## config.mk

```make
export PLATFORM = sky130hd
export DESIGN_NAME = shp_page_packer
export DESIGN_NICKNAME = d
export VERILOG_FILES = /design/src/rtl/shp_pkg.sv /design/src/rtl/shp_hdr_acc.sv /design/src/rtl/shp_pair_buf.sv /design/src/rtl/shp_page_packer.sv
export SDC_FILE = /design/constraint.sdc
export NUM_CORES = 1
export LEC_CHECK = 0
export ABC_CLOCK_PERIOD_IN_PS = 2900
export BUFFER_PORTS_ARGS = -buffer_cell sky130_fd_sc_hd__buf_2
export CAP_MARGIN = 20
export CORE_MARGIN = 2
export CORE_UTILIZATION = 30
export DETAILED_ROUTE_END_ITERATION = 6
export PLACE_DENSITY_LB_ADDON = 0.08
export REMOVE_ABC_BUFFERS = 1
export SLEW_MARGIN = 20
export SYNTH_ARGS = -nofsm -noshare
export SYNTH_HDL_FRONTEND = slang
export SYNTH_SLANG_ARGS = --single-unit
```

## constraint.sdc

```tcl
create_clock -name clk -period 2.9 [get_ports clk]
set_input_delay 0.435 -clock clk [delete_from_list [all_inputs] [get_ports clk]]
set_output_delay 0.435 -clock clk [all_outputs]
set_load 0.02 [all_outputs]
```

## src/rtl/shp_pkg.sv

```systemverilog
`timescale 1ns/1ps
package shp_pkg;
    localparam int BEAT_BITS    = 128;
    localparam int BEAT_BYTES   = 16;
    localparam int PAY_BITS     = 64;
    localparam int HDR_BITS     = 2;
    localparam int HBEAT_BLOCKS = 64;
    localparam int WORD_BLOCKS  = 16;

    // Largest even block count whose header region (rounded to beats)
    // plus payload region fits in one page.
    function automatic int blocks_per_page(input int page_bytes);
        int best;
        best = 0;
        for (int n = 2; n <= page_bytes / 8; n += 2) begin
            if (((n + HBEAT_BLOCKS - 1) / HBEAT_BLOCKS) * BEAT_BYTES + n * 8 <= page_bytes)
                best = n;
        end
        return best;
    endfunction

    function automatic int hdr_region_bytes(input int nblk);
        return ((nblk + HBEAT_BLOCKS - 1) / HBEAT_BLOCKS) * BEAT_BYTES;
    endfunction

    // Byte enables for the last header beat of a page.
    function automatic logic [BEAT_BYTES-1:0] last_hdr_be(input int nblk);
        int tail;
        int words;
        logic [BEAT_BYTES-1:0] be;
        tail  = ((nblk - 1) % HBEAT_BLOCKS) + 1;
        words = (tail + WORD_BLOCKS - 1) / WORD_BLOCKS;
        be    = '0;
        for (int w = 0; w < 4; w++)
            if (w < words) be[4*w +: 4] = 4'hF;
        return be;
    endfunction
endpackage

```

## src/rtl/shp_hdr_acc.sv

```systemverilog
`timescale 1ns/1ps
module shp_hdr_acc
    import shp_pkg::*;
(
    input  logic                 clk,
    input  logic                 rst_n,
    input  logic                 load,
    input  logic                 clear,
    input  logic [5:0]           pos,
    input  logic [HDR_BITS-1:0]  hdr,
    output logic [BEAT_BITS-1:0] beat
);
    logic [BEAT_BITS-1:0] acc_d, acc_q;

    always_comb begin
        acc_d = acc_q;
        if (clear) acc_d = '0;
        if (load)  acc_d[2*int'(pos) +: HDR_BITS] = hdr;
    end

    always_ff @(posedge clk) begin
        if (!rst_n) acc_q <= '0;
        else        acc_q <= acc_d;
    end

    assign beat = acc_q;

    // the flush cycle never collides with a new header
    a_r4_no_load_on_clear: assert property (@(posedge clk) disable iff (!rst_n)
        clear |-> !load);
endmodule

```

## src/rtl/shp_pair_buf.sv

```systemverilog
`timescale 1ns/1ps
module shp_pair_buf
    import shp_pkg::*;
(
    input  logic                clk,
    input  logic                rst_n,
    input  logic                load,
    input  logic [PAY_BITS-1:0] din,
    output logic [PAY_BITS-1:0] dout
);
    logic [PAY_BITS-1:0] lo_d, lo_q;

    always_comb begin
        lo_d = lo_q;
        if (load) lo_d = din;
    end

    always_ff @(posedge clk) begin
        if (!rst_n) lo_q <= '0;
        else        lo_q <= lo_d;
    end

    assign dout = lo_q;
endmodule

```

## src/rtl/shp_page_packer.sv

```systemverilog
`timescale 1ns/1ps
module shp_page_packer
    import shp_pkg::*;
#(
    parameter int PAGE_BYTES = 4096,
    parameter int NUM_PAGES  = 16
) (
    input  logic                                           clk,
    input  logic                                           rst_n,
    input  logic                                           in_valid,
    output logic                                           in_ready,
    input  logic [65:0]                                    in_block,
    input  logic                                           page_free,
    output logic                                           wr_valid,
    output logic [$clog2(NUM_PAGES)+$clog2(PAGE_BYTES)-1:0] wr_addr,
    output logic [127:0]                                   wr_data,
    output logic [15:0]                                    wr_be,
    output logic                                           page_done,
    output logic [$clog2(NUM_PAGES)-1:0]                   page_done_idx
);
    localparam int BLK_N   = blocks_per_page(PAGE_BYTES);
    localparam int HDR_B   = hdr_region_bytes(BLK_N);
    localparam logic [BEAT_BYTES-1:0] LAST_BE = last_hdr_be(BLK_N);
    localparam int OFF_W   = $clog2(PAGE_BYTES);
    localparam int PG_W    = $clog2(NUM_PAGES);
    localparam int ADDR_W  = PG_W + OFF_W;
    localparam int BLK_W   = $clog2(BLK_N);

    typedef struct packed {
        logic [BLK_W-1:0]      blk;
        logic [PG_W-1:0]       page;
        logic                  pend;
        logic                  pend_last;
        logic [BLK_W-1:0]      hbeat;
        logic                  wr_valid;
        logic [ADDR_W-1:0]     wr_addr;
        logic [BEAT_BITS-1:0]  wr_data;
        logic [BEAT_BYTES-1:0] wr_be;
        logic                  done;
        logic [PG_W-1:0]       done_idx;
    } st_t;

    st_t st_d, st_q;

    logic                 acc;
    logic                 last_blk;
    logic                 hdr_clear;
    logic [BEAT_BITS-1:0] hdr_beat;
    logic [PAY_BITS-1:0]  lo_pay;

    assign in_ready = page_free && !st_q.pend;
    assign acc      = in_valid && in_ready;
    assign last_blk = (st_q.blk == BLK_W'(BLK_N - 1));
    assign hdr_clear = st_q.pend;

    shp_hdr_acc u_hdr (
        .clk   (clk),
        .rst_n (rst_n),
        .load  (acc),
        .clear (hdr_clear),
        .pos   (st_q.blk[5:0]),
        .hdr   (in_block[65:64]),
        .beat  (hdr_beat)
    );

    shp_pair_buf u_pair (
        .clk   (clk),
        .rst_n (rst_n),
        .load  (acc && !st_q.blk[0]),
        .din   (in_block[PAY_BITS-1:0]),
        .dout  (lo_pay)
    );

    always_comb begin
        st_d          = st_q;
        st_d.wr_valid = 1'b0;
        st_d.done     = 1'b0;
        if (st_q.pend) begin
            // header beat takes the write port; input is stalled
            st_d.wr_valid = 1'b1;
            st_d.wr_addr  = {st_q.page, OFF_W'({st_q.hbeat, 4'b0000})};
            st_d.wr_data  = hdr_beat;
            st_d.wr_be    = st_q.pend_last ? LAST_BE : '1;
            st_d.pend     = 1'b0;
            if (st_q.pend_last) begin
                st_d.done     = 1'b1;
                st_d.done_idx = st_q.page;
                st_d.page     = (st_q.page == PG_W'(NUM_PAGES - 1)) ? '0
                                                                    : st_q.page + 1'b1;
            end
        end else if (acc) begin
            if (st_q.blk[0]) begin
                st_d.wr_valid = 1'b1;
                st_d.wr_addr  = {st_q.page,
                                 OFF_W'(HDR_B) + OFF_W'({st_q.blk[BLK_W-1:1], 4'b0000})};
                st_d.wr_data  = {in_block[PAY_BITS-1:0], lo_pay};
                st_d.wr_be    = '1;
            end
            if (st_q.blk[5:0] == 6'd63 || last_blk) begin
                st_d.pend      = 1'b1;
                st_d.pend_last = last_blk;
                st_d.hbeat     = st_q.blk >> 6;
            end
            st_d.blk = last_blk ? '0 : st_q.blk + 1'b1;
        end
    end

    always_ff @(posedge clk) begin
        if (!rst_n) st_q <= '0;
        else        st_q <= st_d;
    end

    assign wr_valid      = st_q.wr_valid;
    assign wr_addr       = st_q.wr_addr;
    assign wr_data       = st_q.wr_data;
    assign wr_be         = st_q.wr_be;
    assign page_done     = st_q.done;
    assign page_done_idx = st_q.done_idx;

    // no free page means no acceptance
    a_r8_gate_no_page: assert property (@(posedge clk) disable iff (!rst_n)
        !page_free |-> !in_ready);

    // input held off while a header beat is pending
    a_r4_stall_during_hdr: assert property (@(posedge clk) disable iff (!rst_n)
        st_q.pend |-> !in_ready);

    // a pending header beat reaches the bus next cycle in the header region
    a_r4_hdr_follows: assert property (@(posedge clk) disable iff (!rst_n)
        st_q.pend |=> (wr_valid && (wr_addr[OFF_W-1:0] < OFF_W'(HDR_B))));

    // payload beats always carry full byte enables
    a_r2_payload_full_be: assert property (@(posedge clk) disable iff (!rst_n)
        (wr_valid && (wr_addr[OFF_W-1:0] >= OFF_W'(HDR_B))) |-> (wr_be == '1));

    // page completion rides on the partial final header write
    a_r6_done_partial_be: assert property (@(posedge clk) disable iff (!rst_n)
        page_done |-> (wr_valid && wr_be == LAST_BE));

    // the final payload write precedes completion
    a_r6_done_after_payload: assert property (@(posedge clk) disable iff (!rst_n)
        $rose(page_done) |-> $past(wr_valid));
endmodule

```

==> impl_metrics.ini <==
[min_path]
hold_path_class = in -> reg
hold_path.startpoint = in_block[28]
worst_hold_path.num_cells = 3
whs_endpoint = u_pair.dout[28]$_SDFFE_PN0P_

[setup_path]
r2r_start = st_q[181]$_SDFFE_PN0P_
slowest_stage = or3_1
worstPathRequired_ns = 3.40
slowest_delay_ns = 0.55
crit_type = reg -> reg
crit_chain = buf_4, inv_1, ha_2, buf_4, nor2b_1, a21oi_1, or3_1, nor2b_1, mux2i_1
crit_fanout = 8
endpoint_kind = register
worstPathArrival_ns = 3.21
cp_top_family = simple AND/OR/NAND/NOR gates
ff2ff_setup_slack_ns = 0.19
r2r-end = u_hdr.beat[61]$_SDFF_PN0_
critPathBufInv = 3
r2r_cells = 9
critPathLaunchType = register

[yosys]
syn_area_um2 = 15900
ys_ff_latch = 358
ys_types = 47
synth_top_family_by_area = compound AO/OA/AOI/OAI gates
yosys.area.top_type_share_pct = 45.0
synth_top_cell_by_area = dfxtp_1
synth-edff-count = 0
ys.warnings.count = 0
yosysMostFrequentCell = nand2_1
ys.flop_type = dfxtp_1
muxShareOfSynthArea_pct = 8.30
synth.area.top_cells = dfxtp_1 (45%), nand2_1 (11%), a21boi_0 (9.7%)
postSynthAreaPerCell_um2 = 8.80
synth-simple-area-share_pct = 17.0
netlist_top_cells_count = nand2_1 (474), dfxtp_1 (358), a21boi_0 (206)
synth_sequential_area_ratio_pct = 45.0
synth_xor_area_share_pct = 0.826
async_flop_share_pct = 0
synth-compound-area-share_pct = 17.0
synth_fa_ha_area_share_pct = 0.550
synth_cells = 1809

[routing]
drt-initial-drc-count = 558
ant_nets = 0
viasPerCell = 4.75
totalWireLength_um = 48000
drt_pass1_iterations = 5
wl_per_cell_um = 18.8
route.vias.total = 12125
post-route-drc-count = 0

[status]
status = complete, no violations

[cells_and_area]
instances_no_fill = 2551
final_area_um2 = 18000
nNetsFinal = 1911
areaGrowthSynthToFinish_pct = 13.0
fin_util_pct = 34.3
drive_gt1_share_pct = 18.8

[cts]
clk_latency_ns = 0.58
cts_setup_buffers = 0
numClockSinks = 358
cts_tree = built
cts_htree_levels = 2
ctsResizeCount = 0
clkSlewWorstSetupHoldPaths_ns = 0.06
clock-root-buffer = clkbuf_16
cts.path.max_buffers = 3
holdBufCountCts = 0
cts_buffers = 44

[sta]
clock_skew_ns = 0.0276
final-setup-viol-count = 0
whs_ns = 0.118
max_freq_mhz = 369
finalCriticalPeriod_ns = 2.71
maxSlewHeadroom_pct = 45.1
worst_slew_pin_slew_ns = 0.824
rsz0062_at_grt = no
finalHoldViolCount = 0
final.period_utilization_pct = 93.6
maxSlewViolCount = 0

[grt]
antenna_found_initial = 5
grt_max_degree = 148
grt-ovfl-total = 0
grt_pass1_vias = 11831
grt_use_total_pct = 17.3
grt_pass1_wl_um = 73100

[floorplanning]
fp.dieW_um = 234
die_h_um = 234
num_rows = 84
die_area_um2 = 54900
core_area_um2 = 52400
io_pins = 237
start_util_pct = 30.3

[place]
dpl.cell_count = 2476
dp_hpwl_um = 31400
gp_congestion = 0.822
placed_cell_area_um2 = 16600
io_buffers = 232

[job]
max-cap-violations = 0

[power]
powerDensity_nw_per_um2 = 611
p_leak_nw = 7.21
peakVddDrop_mv = 0.383
metal layers:
layer / part of all wire, % / track usage [%] / vias up
met4: 1.5 / 4.11 / 4
met5: 0.044 / 0 / -
met3: 5.1 / 3.22 / 50
li1: - / - / 6012
met1: 47 / 23.6 / 5821
met2: 47 / 28.2 / 238
worst max-delay path by stage:
stage,from,to,slack (ns),depth (start not counted)
floorplan,hdr_clear$_SDFF_PP0_,wr_addr[6]$_SDFFE_PN0P_,-6.11,4
global placement,st_q[181]$_SDFFE_PN0P_,u_hdr.beat[98]$_SDFF_PN0_,0.15,7
detailed placement,st_q[181]$_SDFFE_PN0P_,u_hdr.beat[67]$_SDFF_PN0_,0.15,7
CTS,st_q[181]$_SDFFE_PN0P_,u_hdr.beat[83]$_SDFF_PN0_,0.13,7
global route,st_q[181]$_SDFFE_PN0P_,u_hdr.beat[105]$_SDFF_PN0_,0.004,7
finish,st_q[181]$_SDFFE_PN0P_,u_hdr.beat[61]$_SDFF_PN0_,0.19,9
registers in the layout, indices dropped and copies added, names as in the netlist:
signal         flops
u_hdr.beat       128
wr_data          128
u_pair.dout       64
st_q              17
wr_addr           12
page_done_idx      4
wr_be              2
hdr_clear          1
page_done          1
wr_valid           1
worst register-to-register path: cells and delay by family, from the launching register on:
| kind | cells | cell delay (ns) |
|---|---|---|
| AND/OR/NAND/NOR | 3 | 1.05 |
| buffers and inverters | 3 | 0.51 |
| flip-flops | 1 | 0.32 |
| adder cells (fa/ha/maj) | 1 | 0.29 |
| AO/OA/AOI/OAI | 1 | 0.25 |
| multiplexers | 1 | 0.22 |
area by class of cell:
class | count | area (µm²)
fillers | 5437 | 34500
clock buffers | 68 | 1320
multi-input cells | 1156 | 7010
clock inverters | 6 | 66.3
repair buffers | 268 | 1530
flip-flops and latches | 358 | 7170
well taps | 688 | 861
inverters | 6 | 22.5
diodes | 1 | 2.50
layout by cell type, fill, tap and decap left out, types with 6 or more instances in the layout:
| master | count |
|---|---|
| nand2_1 | 473 |
| dfxtp_1 | 357 |
| buf_2 | 231 |
| a21boi_0 | 206 |
| mux2i_1 | 132 |
| a22oi_1 | 130 |
| clkbuf_16 | 45 |
| buf_4 | 29 |
| nand3_1 | 28 |
| nor2_1 | 26 |
| nor2b_1 | 23 |
| a21oi_1 | 15 |
| and2_1 | 14 |
| nand4_1 | 13 |
| clkbuf_1 | 12 |
| clkbuf_8 | 11 |
| xnor2_1 | 9 |
| nor3_1 | 8 |
| nor3b_1 | 7 |
| buf_12 | 7 |
| inv_1 | 6 |
| or3_1 | 6 |
| o21ai_0 | 6 |
| xor2_1 | 6 |
| ha_1 | 6 |
report_power, final:
part	switching, mW	internal [mW]	leakage [nW]
sequential	0.0311	4.98	2.89
clock	2.16	3.20	0.683
combinational	0.407	0.203	3.63
kinds of logic after synthesis:
kind of cell             after synthesis
AO/OA/AOI/OAI                        368
AND/OR/NAND/NOR                      630
other                                  1
adder cells (fa/ha/maj)                7
multiplexers                         132
flip-flops                           358
buffers and inverters                298
XOR/XNOR                              15
metrics by stage:
stage	power, mW	setup TNS (ns)	worst slack [ns]
2_1_floorplan	5.41	-1425.75	-6.11
3_3_place_gp	5.74	0	0.150
3_5_place_dp	5.74	0	0.147
4_1_cts	11.2	0	0.129
5_1_grt	11.5	0	0.00444
6_report	11.0	0	0.187
No activity file was read; power rests on OpenSTA's default activity.
